`src/rtl/cidu_pkg.sv`:
```
package cidu_pkg;
   localparam int DATA_W   = 32;
   localparam int OP_W     = 3;
   localparam int TRIG_BIT = 4;
   localparam logic [1:0] DISTR_ROTATE = 2'b00;

   typedef enum logic [OP_W-1:0] {
      OP_NONE     = 3'd0,
      OP_ENABLE   = 3'd1,
      OP_SET_DEST = 3'd2,
      OP_SET_MODE = 3'd3,
      OP_SET_MASK = 3'd4
   } cidu_op_e;
endpackage

```
`src/rtl/cidu_cfg_regs.sv`:
```
module cidu_cfg_regs
   import cidu_pkg::*;
#(
   parameter int N_IRQ  = 8,
   parameter int N_CORE = 4,
   parameter int IDX_W  = 3
) (
   input  logic                    clk,
   input  logic                    rst_n,
   input  logic                    cmd_valid,
   input  logic [OP_W-1:0]         cmd_op,
   input  logic [IDX_W-1:0]        cmd_idx,
   input  logic [DATA_W-1:0]       cmd_data,
   output logic                    glob_en,
   output logic [N_IRQ*N_CORE-1:0] dest,
   output logic [N_IRQ-1:0]        rotate,
   output logic [N_IRQ-1:0]        level,
   output logic [N_IRQ-1:0]        masked
);
   cidu_op_e op;
   assign op = cidu_op_e'(cmd_op);

   always_ff @(posedge clk or negedge rst_n) begin
      if (!rst_n)                             glob_en <= 1'b0;
      else if (cmd_valid && op == OP_ENABLE)  glob_en <= 1'b1;
   end

   for (genvar i = 0; i < N_IRQ; i++) begin : g_irq
      logic              hit;
      logic [N_CORE-1:0] dest_q;
      logic              rot_q;
      logic              lvl_q;
      logic              msk_q;

      assign hit = cmd_valid && (cmd_idx == IDX_W'(i));

      always_ff @(posedge clk or negedge rst_n) begin
         if (!rst_n) begin
            dest_q <= N_CORE'(1);
            rot_q  <= 1'b0;
            lvl_q  <= 1'b1;
            msk_q  <= 1'b1;
         end else if (hit) begin
            case (op)
               OP_SET_DEST: dest_q <= cmd_data[N_CORE-1:0];
               OP_SET_MODE: begin
                  rot_q <= (cmd_data[1:0] == DISTR_ROTATE);
                  lvl_q <= cmd_data[TRIG_BIT];
               end
               OP_SET_MASK: msk_q <= cmd_data[0];
               default: ;
            endcase
         end
      end

      assign dest[i*N_CORE +: N_CORE] = dest_q;
      assign rotate[i] = rot_q;
      assign level[i]  = lvl_q;
      assign masked[i] = msk_q;
   end
endmodule

```
`src/rtl/cidu_route_slice.sv`:
```
module cidu_route_slice #(
   parameter int N_CORE = 4
) (
   input  logic              clk,
   input  logic              rst_n,
   input  logic              glob_en,
   input  logic              src,
   input  logic [N_CORE-1:0] dest,
   input  logic              rotate,
   input  logic              level,
   input  logic              masked,
   output logic [N_CORE-1:0] deliver
);
   localparam int CW = (N_CORE > 1) ? $clog2(N_CORE) : 1;

   logic              elig;
   logic              elig_q;
   logic              rise;
   logic [N_CORE-1:0] hold_q, hold_n;
   logic [CW-1:0]     last_q, last_n;
   logic [N_CORE-1:0] pick;
   logic [CW-1:0]     pick_idx;
   logic              pick_ok;
   logic [N_CORE-1:0] lowest;
   logic [N_CORE-1:0] nxt;
   int unsigned       scan;

   assign elig   = src && !masked && glob_en;
   assign rise   = elig && !elig_q;
   assign lowest = dest & (~dest + N_CORE'(1));

   // next set core strictly after last_q, wrapping
   always_comb begin
      pick     = '0;
      pick_idx = last_q;
      pick_ok  = 1'b0;
      scan     = 0;
      for (int k = 1; k <= N_CORE; k++) begin
         scan = int'(last_q) + k;
         if (scan >= N_CORE) scan = scan - N_CORE;
         if (!pick_ok && dest[scan]) begin
            pick_ok    = 1'b1;
            pick[scan] = 1'b1;
            pick_idx   = CW'(scan);
         end
      end
   end

   always_comb begin
      nxt    = '0;
      hold_n = hold_q;
      last_n = last_q;
      if (!rotate || !elig) hold_n = '0;
      if (rotate) begin
         if (rise) begin
            nxt    = pick;
            hold_n = pick;
            if (pick_ok) last_n = pick_idx;
         end else if (level && elig) begin
            nxt = hold_q;
         end
      end else if (level) begin
         nxt = elig ? lowest : '0;
      end else begin
         nxt = rise ? dest : '0;
      end
   end

   always_ff @(posedge clk or negedge rst_n) begin
      if (!rst_n) begin
         elig_q  <= 1'b0;
         hold_q  <= '0;
         last_q  <= CW'(N_CORE - 1);
         deliver <= '0;
      end else begin
         elig_q  <= elig;
         hold_q  <= hold_n;
         last_q  <= last_n;
         deliver <= nxt;
      end
   end
endmodule

```
`src/rtl/cidu_core_map.sv`:
```
module cidu_core_map #(
   parameter int N_IRQ      = 8,
   parameter int N_CORE     = 4,
   parameter int CORE_LINES = 32,
   parameter int LINE_BASE  = 24
) (
   input  logic [N_IRQ*N_CORE-1:0]      deliver,
   output logic [N_CORE*CORE_LINES-1:0] core_irq
);
   for (genvar c = 0; c < N_CORE; c++) begin : g_core
      for (genvar l = 0; l < CORE_LINES; l++) begin : g_line
         if (l >= LINE_BASE && l < LINE_BASE + N_IRQ) begin : g_used
            assign core_irq[c*CORE_LINES + l] = deliver[(l-LINE_BASE)*N_CORE + c];
         end else begin : g_spare
            assign core_irq[c*CORE_LINES + l] = 1'b0;
         end
      end
   end
endmodule

```
`src/rtl/cidu_top.sv`:
```
module cidu_top
   import cidu_pkg::*;
#(
   parameter int N_IRQ      = 8,
   parameter int N_CORE     = 4,
   parameter int CORE_LINES = 32,
   parameter int LINE_BASE  = 24,
   localparam int IDX_W     = (N_IRQ > 1) ? $clog2(N_IRQ) : 1
) (
   input  logic                         clk,
   input  logic                         rst_n,
   input  logic                         cmd_valid,
   input  logic [2:0]                   cmd_op,
   input  logic [IDX_W-1:0]             cmd_idx,
   input  logic [31:0]                  cmd_data,
   input  logic [N_IRQ-1:0]             irq_src,
   output logic [N_CORE*CORE_LINES-1:0] core_irq
);
   if (N_CORE < 1 || N_CORE > DATA_W) begin : g_bad_cores
      $error("cidu_top: N_CORE must be 1..32");
   end
   if (N_IRQ < 1) begin : g_bad_irqs
      $error("cidu_top: N_IRQ must be at least 1");
   end
   if (LINE_BASE + N_IRQ > CORE_LINES) begin : g_bad_lines
      $error("cidu_top: shared lines exceed core line count");
   end

   logic                    glob_en;
   logic [N_IRQ*N_CORE-1:0] cfg_dest;
   logic [N_IRQ-1:0]        cfg_rotate;
   logic [N_IRQ-1:0]        cfg_level;
   logic [N_IRQ-1:0]        cfg_masked;
   logic [N_IRQ*N_CORE-1:0] deliver;

   cidu_cfg_regs #(.N_IRQ(N_IRQ), .N_CORE(N_CORE), .IDX_W(IDX_W)) u_cfg (
      .clk      (clk),
      .rst_n    (rst_n),
      .cmd_valid(cmd_valid),
      .cmd_op   (cmd_op),
      .cmd_idx  (cmd_idx),
      .cmd_data (cmd_data),
      .glob_en  (glob_en),
      .dest     (cfg_dest),
      .rotate   (cfg_rotate),
      .level    (cfg_level),
      .masked   (cfg_masked)
   );

   for (genvar i = 0; i < N_IRQ; i++) begin : g_slice
      cidu_route_slice #(.N_CORE(N_CORE)) u_route (
         .clk    (clk),
         .rst_n  (rst_n),
         .glob_en(glob_en),
         .src    (irq_src[i]),
         .dest   (cfg_dest[i*N_CORE +: N_CORE]),
         .rotate (cfg_rotate[i]),
         .level  (cfg_level[i]),
         .masked (cfg_masked[i]),
         .deliver(deliver[i*N_CORE +: N_CORE])
      );
   end

   cidu_core_map #(
      .N_IRQ(N_IRQ), .N_CORE(N_CORE), .CORE_LINES(CORE_LINES), .LINE_BASE(LINE_BASE)
   ) u_map (
      .deliver (deliver),
      .core_irq(core_irq)
   );
endmodule

```
`config.mk`:
```
export PLATFORM = sky130hd
export DESIGN_NAME = cidu_top
export DESIGN_NICKNAME = d
export VERILOG_FILES = /design/src/rtl/cidu_pkg.sv /design/src/rtl/cidu_cfg_regs.sv /design/src/rtl/cidu_route_slice.sv /design/src/rtl/cidu_core_map.sv /design/src/rtl/cidu_top.sv
export SDC_FILE = /design/constraint.sdc
export NUM_CORES = 1
export LEC_CHECK = 0
export BUFFER_PORTS_ARGS = -buffer_cell sky130_fd_sc_hd__clkbuf_2
export CAP_MARGIN = 20
export CORE_MARGIN = 5
export CORE_UTILIZATION = 50
export CTS_CLUSTER_SIZE = 8
export DETAILED_ROUTE_END_ITERATION = 10
export GPL_TIMING_DRIVEN = 0
export PLACE_DENSITY = 0.75
export SLEW_MARGIN = 25
export SYNTH_ARGS = -nofsm -noshare
export SYNTH_HDL_FRONTEND = slang
export SYNTH_SLANG_ARGS = --single-unit
```
`constraint.sdc`:
```
create_clock -name clk -period 3.2 [get_ports clk]
set_input_delay 0.32 -clock clk [delete_from_list [all_inputs] [get_ports clk]]
set_output_delay 0.32 -clock clk [all_outputs]
set_load 0.005 [all_outputs]
```
==> results_dict.tcl, run 1 <==
set metrics [dict create \
    synth_area_um2 10900 \
    worst_hold_slack_ns 0.217 \
    setup_viol 0 \
    tightestPinTransition_ns 0.774 \
    clockBufferDepth 2 \
    multi_input_area_um2 6390 \
    place_congestion 0.880 \
    grt_pass1_wl_um 41400 \
    grt_overflow 0 \
    fmax_mhz 340 \
    timing.rr.start "g_slice[5].u_route.last_q[1]" \
    wl_um 25200 \
    max_slew_margin_pct 48.2 \
    grt_setup_unrepaired "false" \
    rrSetupSlack_ns 0.26 \
    min_to "u_cfg.glob_en" \
    viasPerCell 5.64 \
    yosys_warnings 0 \
    fillers 1907 \
    startpoint_type "flip-flop" \
    ctsRootBufferMaster "clkbuf_16" \
    crit_fanout 9 \
    die_x_um 158 \
    via_count 9130 \
    core_area_um2 21600 \
    hold_viol_final 0 \
    rows 54 \
    p_total_mw 8.36 \
    regArea_um2 3680 \
    area_delta_synth_final_pct 15.3 \
    placed_cell_area_um2 11900 \
    ys_seq_elements 145 \
    grt_pass1_vias 8367 \
    worst-setup-path-type "flip-flop to flip-flop" \
    initial_utilization_pct 50.3 \
    status "completed" \
    antenna_found_initial 6 \
    skew_ns 0.00847 \
    crit_path_end_kind "flip-flop" \
    grt_usage_pct 20.2 \
    port_buffers 53 \
    wl_per_cell_um 15.6 \
    detail-route-antenna-nets 0 \
    synth_edf_count 0 \
    slew_viol_final 0 \
    post-place-ws_ns -0.329 \
    drive_gt1_share_pct 24.9 \
    yosysSeqAreaShare_pct 33.8 \
    first_pass_iters 7 \
    synthDistinctLibCells 76 \
    r2r.worst_path.cells 8 \
    io_pins 177 \
    clk_latency_ns 0.43 \
    fin_util_pct 58.0 \
    synthTopCellsByCount "nand2_1 (114), dfrtp_1 (105), buf_4 (97)" \
    die_area_um2 24800 \
    grt_max_degree 91 \
    crit_arrival_ns 3.22 \
    worstHoldStart "cmd_op[0]" \
    die_h_um 158 \
    maxCapViolations 0 \
    yosys.area.top_type "dfrtp_1" \
    async_flop_share_pct 100 \
    p_leak_nw 5.63 \
    h-tree-depth 4 \
    post-route-period-util_pct 91.8 \
    min_period_ns 2.94 \
    dp_hpwl_um 18100 \
    synth-main-ff-cell "dfrtp_1" \
    ys_top_cells_by_area "dfrtp_1 (24%), dfstp_2 (9.7%), ha_1 (7.4%), buf_4 (6.7%), mux2_2 (6.4%)" \
    hp-class "input pin to flip-flop" \
    clk_pin_slew_ns 0.07 \
    tritoncts "done" \
    fin_area_um2 12500 \
    synth_top_area_share_pct 24.2 \
    avgSynthCellArea_um2 9.41 \
    ir_drop_v 0.000315 \
    cts_made_buffers 17 \
    setup_slack_ns 0.263 \
    p_per_area_nw_per_um2 667 \
    syn_inst 1156 \
    yosysMostFrequentCell "nand2_1" \
    nets 1436 \
    clock_sinks 145 \
    drtIter0Drc 579 \
    min_path_cells 2 \
    rr_endpoint "g_slice[5].u_route.deliver[3]" \
    drc 0 \
    required_ns 3.48 \
]
[flip-flops by register name, summed over array words and instances, names as in the netlist]
name                     cells
g_slice.u_route.deliver     32
g_slice.u_route.hold_q      32
u_cfg.g_irq.dest_q          32
g_slice.u_route.last_q      16
g_slice.u_route.elig_q       8
u_cfg.g_irq.lvl_q            8
u_cfg.g_irq.msk_q            8
u_cfg.g_irq.rot_q            8
u_cfg.glob_en                1
[cells by family (layout without fill, tap and decap cells)]
| kind of cell | count (synthesis) | count (layout) | share of synthesized area (%) |
|---|---|---|---|
| and+or+nand+nor | 317 | 317 | 15.3 |
| xor gates and xnor gates | 8 | 8 | 0.644 |
| other | 1 | 99 | 0.0345 |
| muxes | 116 | 116 | 13.5 |
| AOI/OAI and AO/OA | 293 | 293 | 18.4 |
| DFF | 145 | 145 | 33.8 |
| buffers and inverters | 210 | 295 | 10.8 |
| adders and majority gates | 66 | 66 | 7.55 |
[worst max path at each step]
stage	start	to	slack [ns]
after floorplan	g_slice[5].u_route.last_q[0]	g_slice[5].u_route.deliver[3]	0.18
after global placement	rst_n	g_slice[6].u_route.deliver[0]	-0.60
after detailed placement	g_slice[5].u_route.last_q[0]	g_slice[5].u_route.deliver[3]	-0.33
after CTS	g_slice[5].u_route.last_q[0]	g_slice[5].u_route.deliver[3]	0.04
after global routing	g_slice[1].u_route.last_q[0]	g_slice[1].u_route.hold_q[2]	0.05
final	g_slice[5].u_route.last_q[1]	g_slice[5].u_route.deliver[3]	0.26
[final cells by class]
| type | instances | share of cell area (%) |
|---|---|---|
| diodes | 3 | 0.0598 |
| inverters | 51 | 1.54 |
| repair buffers | 55 | 2.48 |
| plain buffers | 157 | 7.75 |
| well taps | 280 | 2.79 |
| flip-flops and latches | 145 | 29.3 |
| multi-input cells | 896 | 50.9 |
| clock inverters | 11 | 1.40 |
| clock buffers | 21 | 3.75 |
[critical path, stage by stage (launching register included)]
cell,delay [ns]
dfstp_2,0.57
buf_2,0.23
inv_1,0.14
ha_2,0.47
mux2i_1,0.41
o22ai_1,0.14
a2111oi_0,0.42
a2bb2oi_1,0.28
a31oi_1,0.14
[power breakdown]
part	internal (mW)	switching [mW]	leakage [nW]
Combinational	1.54	2.11	3.51
Sequential	2.23	0.304	1.81
Clock	1.37	0.804	0.311
Total	5.14	3.22	5.63
[metrics by stage]
stage,instances,setup TNS [ns]
after floorplan,1251,0
after global placement,1584,-63.32
after detailed placement,1585,-1.88
after CTS,1617,0
after global routing,1619,0
final,1619,0
[layout by cell type, fill, tap and decap left out, drive strengths merged, types with 52 or more instances in the layout]
| cell | synthesis | layout |
|---|---|---|
| dfrtp | 105 | 105 |
| a31oi | 54 | 54 |
| o21ai | 57 | 57 |
| mux2 | 62 | 62 |
| nand2 | 114 | 114 |
| ha | 64 | 64 |
| inv | 49 | 52 |
| conb | 1 | 96 |
| clkbuf | 52 | 124 |
| buf | 107 | 108 |
[metal layers]
metal | wire length (um) | part of all wire (%) | GRT usage (%) | vias to the layer above
met5 | 46 | 0.18 | 0 | -
met4 | 463 | 1.8 | 6.84 | 6
met3 | 1560 | 6.2 | 4.43 | 47
met2 | 12500 | 50 | 33.1 | 299
met1 | 10600 | 42 | 26.6 | 4373
li1 | - | - | - | 4405
[what timing repair did]
| item | CTS | global route |
|---|---|---|
| resized for setup | 2 | 0 |
| hold buffers | 1 | 0 |
| endpoints found under the hold margin | 39 | 0 |
| buffers inserted | 0 | 0 |
| endpoints found under the setup margin | 9 | 8 |
(Power assumes the default switching activity.)
==> run 2: changes to the inputs <==
- ABC_AREA: default -> 1
==> results_dict.tcl, run 2 <==
set metrics [dict create \
    required_ns 3.53 \
    ys_seq_elements 145 \
    met3_length_um 1490 \
    post-place-ws_ns 0.768 \
    place_congestion 0.900 \
    worst-setup-path-type "flip-flop to flip-flop" \
    slew_viol_final 0 \
    wl_um 25500 \
    detail-route-antenna-nets 0 \
    drc 0 \
    dr.max_layer_used "met4" \
    clk_pin_slew_ns 0.06 \
    tightestPinTransition_ns 0.631 \
    grt_pass1_wl_um 42000 \
    initial_utilization_pct 51.2 \
    crit_path_end_kind "flip-flop" \
    grt_usage_pct 20.4 \
    nets 1796 \
    wl_per_cell_um 12.9 \
    p_leak_nw 6.66 \
    tritoncts "done" \
    die_area_um2 24700 \
    min_to "u_cfg.glob_en" \
    synth_area_um2 10800 \
    syn_inst 1514 \
    grt_max_degree 89 \
    grt_overflow 0 \
    clk_latency_ns 0.43 \
    skew_ns 0.00663 \
    drive_gt1_share_pct 18.2 \
    dp_hpwl_um 18700 \
    setup_viol 0 \
    h-tree-depth 4 \
    maxCapViolations 0 \
    biggestRegsByFlops "g_slice.u_route.deliver (32), g_slice.u_route.hold_q (32), u_cfg.g_irq.dest_q (32)" \
    worst_hold_slack_ns 0.202 \
    cts_made_buffers 17 \
    port_buffers 53 \
    synth_top_area_share_pct 24.3 \
    hp-class "input pin to flip-flop" \
    fin_util_pct 58.9 \
    r2r.worst_path.cells 12 \
    io_pins 177 \
    hold_viol_final 0 \
    crit_fanout 10 \
    ir_drop_v 0.000438 \
    worstHoldStart "cmd_op[0]" \
    avgSynthCellArea_um2 7.15 \
    clock_sinks 145 \
    synthDistinctLibCells 29 \
    synthTopCellsByCount "nand2_1 (425), nand3_1 (223), inv_1 (153)" \
    post-route-period-util_pct 77.5 \
    via_count 9870 \
    clockBufferDepth 2 \
    max_slew_margin_pct 57.8 \
    viasPerCell 5.01 \
    status "completed" \
    area_delta_synth_final_pct 15.1 \
    startpoint_type "flip-flop" \
    antenna_found_initial 0 \
    grt_pass1_vias 8998 \
    rows 53 \
    die_h_um 157 \
    ctsRootBufferMaster "clkbuf_16" \
    wl_met1_um 11000 \
    dr_wl_met2_um 12500 \
    core_area_um2 21200 \
    placed_cell_area_um2 11800 \
    synth_edf_count 0 \
    async_flop_share_pct 100 \
    die_x_um 157 \
    yosys_warnings 0 \
    min_path_cells 2 \
    drtIter0Drc 608 \
    synth-main-ff-cell "dfrtp_1" \
    min_period_ns 2.48 \
    p_per_area_nw_per_um2 642 \
    setup_slack_ns 0.719 \
    rr_endpoint "g_slice[6].u_route.deliver[2]" \
    post-cts-setup-buffers 0 \
    fin_area_um2 12500 \
    rrSetupSlack_ns 0.72 \
    final_common_cell "nand2_1" \
    yosysSeqAreaShare_pct 34.0 \
    fmax_mhz 403 \
    first_pass_iters 5 \
    timing.rr.start "g_slice[6].u_route.last_q[0]" \
    grt_setup_unrepaired "false" \
    ys_top_cells_by_area "dfrtp_1 (24%), nand2_1 (15%), nand3_1 (10%), dfstp_2 (9.7%), ha_1 (7.4%)" \
    yosys.area.top_type "dfrtp_1" \
    yosysMostFrequentCell "nand2_1" \
    layout_common_cells "nand2_1 (425), nand3_1 (223), inv_1 (153), nor2_1 (108), dfrtp_1 (105)" \
    p_total_mw 8.00 \
    crit_arrival_ns 2.81 \
    diodes 0 \
]
[run 2: changes by cell type after synthesis, moves of 53 or more]
cell / change
mux2_2: -62
nand3_1: +201
nor2_1: +68
nand2_1: +311
a21oi_1: +53
inv_1: +104
[run 2: report_power, final]
group | internal, mW | switching, mW | leakage (nW)
logic | 1.16 | 2.32 | 4.53
registers | 2.13 | 0.279 | 1.84
clock network | 1.29 | 0.823 | 0.293
total | 4.58 | 3.42 | 6.66
[run 2: critical path, cell delays in order, from the launching register on]
cell and delay (ns):
dfstp_2 0.57, buf_4 0.17, inv_2 0.11, ha_1 0.38
inv_1 0.11, nand3_2 0.14, nand2_2 0.19, nand2_2 0.09
nor2_2 0.17, nand3_1 0.11, nand2_1 0.08, nand2_1 0.07
a21oi_1 0.20
[run 2: what timing repair did]
item	4_1_cts	5_1_grt
hold endpoints to repair	47	0
gates resized for setup	0	0
hold buffers	1	0
[run 2: metrics by stage]
| stage | setup TNS (ns) | std cells |
|---|---|---|
| 3_5_place_dp | 0 | 1938 |
| 5_1_grt | 0 | 1971 |
| 4_1_cts | 0 | 1971 |
| 6_report | 0 | 1971 |
| 3_3_place_gp | -63.82 | 1937 |
| 2_1_floorplan | 0 | 1609 |
[run 2: final cells by class]
type | count | area [um2]
Inverter | 167 | 639
Tap cell | 275 | 344
Fill cell | 1941 | 8700
Multi-Input combinational cell | 1186 | 6070
Clock inverter | 11 | 151
Sequential cell | 145 | 3680
Buffer | 111 | 796
Timing Repair Buffer | 55 | 312
Clock buffer | 21 | 470
[run 2: routing by layer]
layer,track usage [%],up-vias
met2,34.1,267
met4,6.60,0
met3,3.96,37
met5,0,-
li1,-,5030
met1,26.8,4536
[run 2: worst max-delay path by stage]
stage	from	endpoint	slack, ns	cells past startpoint
2_1_floorplan	g_slice[2].u_route.last_q[0]	g_slice[2].u_route.hold_q[0]	1.15	12
3_3_place_gp	rst_n	g_slice[5].u_route.deliver[2]	-0.62	1
3_5_place_dp	g_slice[6].u_route.last_q[0]	g_slice[6].u_route.deliver[2]	0.77	12
4_1_cts	g_slice[6].u_route.last_q[0]	g_slice[6].u_route.deliver[2]	0.75	12
5_1_grt	g_slice[2].u_route.last_q[0]	g_slice[2].u_route.deliver[2]	0.51	12
6_report	g_slice[6].u_route.last_q[0]	g_slice[6].u_route.deliver[2]	0.72	12
[run 2: cell families after synthesis]
group,after synthesis,synth area share [%]
flip-flops,145,34.0
XOR/XNOR,8,0.647
adder cells (fa/ha/maj),64,7.40
other,1,0.0346
AO/OA/AOI/OAI,189,9.05
AND/OR/NAND/NOR,829,35.6
buffers and inverters,278,13.3
==> run 3: changes to the inputs <==
- PLACE_DENSITY: 0.75 -> 0.72
- clock period: 3.2 -> 2.4 ns (I/O delays scaled with it)
==> results_dict.tcl, run 3 (synthesis gave the netlist of run 2 again) <==
set metrics [dict create \
    pwr-share-seq_pct 29.1 \
    ir_drop_v 0.000526 \
    p_per_area_nw_per_um2 855 \
    dpl.cell_count 1938 \
    die_h_um 157 \
    p_total_mw 10.9 \
    clk_pin_slew_ns 0.06 \
    rows 53 \
    worstHoldStart "cmd_valid" \
    hold_viol_final 0 \
    clk_latency_ns 0.43 \
    place_congestion 0.913 \
    port_buffers 53 \
    skew_ns 0.00740 \
    p_leak_nw 6.76 \
    met3_length_um 1580 \
    r2r.worst_path.cells 12 \
    finalSetupTns_ns 0 \
    p_switching_mw 4.65 \
    drtIter0Drc 607 \
    worst-setup-path-type "flip-flop to flip-flop" \
    via_count 10100 \
    setup_viol 0 \
    crit_fanout 10 \
    post-route-period-util_pct 93.3 \
    crit_path_end_kind "flip-flop" \
    startpoint_type "flip-flop" \
    h-tree-depth 4 \
    grt_usage_pct 20.5 \
    nets 1817 \
    first_pass_iters 7 \
    p_clk_share_pct 24.5 \
    die_area_um2 24700 \
    slew_viol_final 0 \
    fmax_mhz 446 \
    wl_met1_um 11500 \
    min_to "u_cfg.glob_en" \
    min_period_ns 2.24 \
    dr.max_layer_used "met5" \
    dr_wl_met2_um 12300 \
    cts_made_buffers 17 \
    rr_endpoint "g_slice[2].u_route.deliver[2]" \
    wl_um 25800 \
    diodes 0 \
    detail-route-antenna-nets 0 \
    area_delta_synth_final_pct 17.4 \
    intPower_mw 6.22 \
    grt_max_degree 90 \
    die_x_um 157 \
    ctsRootBufferMaster "clkbuf_16" \
    final_common_cell "nand2_1" \
    clockBufferDepth 2 \
    hp-class "input pin to flip-flop" \
    grt_pass1_vias 9071 \
    max_slew_margin_pct 55.1 \
    min_path_cells 2 \
    wl_per_cell_um 13.0 \
    maxCapViolations 0 \
    timing.rr.start "g_slice[2].u_route.last_q[0]" \
    layout_common_cells "nand2_1 (425), nand3_1 (222), inv_1 (151), buf_4 (122), nor2_1 (108)" \
    antenna_found_initial 2 \
    netSwitchingFraction_pct 42.8 \
    biggestRegsByFlops "g_slice.u_route.deliver (32), g_slice.u_route.hold_q (32), u_cfg.g_irq.dest_q (32)" \
    dp_hpwl_um 18700 \
    tightestPinTransition_ns 0.671 \
    crit_arrival_ns 2.58 \
    grt_pass1_wl_um 42500 \
    tritoncts "done" \
    rrSetupSlack_ns 0.16 \
    io_pins 177 \
    fin_cells 1992 \
    status "completed" \
    p_comb_share_pct 46.4 \
    required_ns 2.74 \
    grt_overflow 0 \
    drc 0 \
    clock_sinks 145 \
    viasPerCell 5.05 \
    core_area_um2 21200 \
    initial_utilization_pct 51.2 \
    drive_gt1_share_pct 20.0 \
]
==> run 3: how the worst max path moves through the flow <==
stage	from	endpoint	slack (ns)	cells past startpoint
after detailed placement	g_slice[6].u_route.last_q[0]	g_slice[6].u_route.deliver[2]	-0.04	12
after global placement	rst_n	g_slice[7].u_route.hold_q[1]	-1.40	1
final	g_slice[2].u_route.last_q[0]	g_slice[2].u_route.deliver[2]	0.16	12
after floorplan	g_slice[2].u_route.last_q[0]	g_slice[2].u_route.hold_q[0]	0.35	12
after global routing	g_slice[5].u_route.last_q[1]	g_slice[5].u_route.deliver[1]	-0.003	11
after CTS	g_slice[2].u_route.last_q[0]	g_slice[2].u_route.deliver[2]	0.01	12
==> run 3: metrics by stage <==
stage	util (%)	setup WS (ns)	hold WS (ns)	cell area [um2]
CTS	58.9	0.0147	0.139	12400
finish	60.1	0.160	0.151	12700
floorplan	-	0.350	-0.0556	11200
global placement	55.7	-1.40	0.476	11800
global route	60.1	-0.00254	0.153	12700
detailed placement	55.9	-0.0384	0.256	11800
==> run 3: per-layer routing <==
metal / vias up / track usage, %
met4: 4 / 5.53
li1: 5086 / -
met2: 281 / 33.9
met1: 4644 / 28.3
met3: 38 / 3.35
met5: - / 0
==> run 3: area by class of cell <==
| type | instances | area (um2) |
|---|---|---|
| plain buffers | 111 | 796 |
| clock buffers | 22 | 474 |
| clock inverters | 10 | 110 |
| fillers | 1968 | 8440 |
| inverters | 167 | 643 |
| multi-input cells | 1186 | 6190 |
| flip-flops and latches | 145 | 3680 |
| well taps | 275 | 344 |
| repair buffers | 76 | 469 |
==> run 3: critical path, cell delays in order (launching register included) <==
cell and delay, ns:
dfstp_2 0.57, buf_4 0.17, inv_2 0.12, ha_4 0.28
inv_1 0.08, nand3_2 0.15, nand2_4 0.14, nand2_2 0.09
nor2_4 0.12, nand3_1 0.08, nand2_1 0.08, nand2_1 0.07
a21oi_1 0.18
==> run 3: power by group through the flow <==
stage                     Sequential (mW)  Combinational [mW]  Clock, mW
final                                3.16                5.04       2.66
after global routing                 3.21                5.67       2.80
after CTS                            3.20                4.63       2.69
after detailed placement             3.24                4.57          0
after global placement               3.23                4.47          0
after floorplan                      3.14                3.65          0
==> run 3: timing repair <==
| action | in CTS | in global routing |
|---|---|---|
| pin swaps | 0 | 2 |
| setup buffers | 0 | 21 |
| hold buffers | 1 | 0 |
| setup endpoints to repair | 6 | 55 |
| resized for setup | 5 | 19 |
| endpoints found under the hold margin | 43 | 0 |
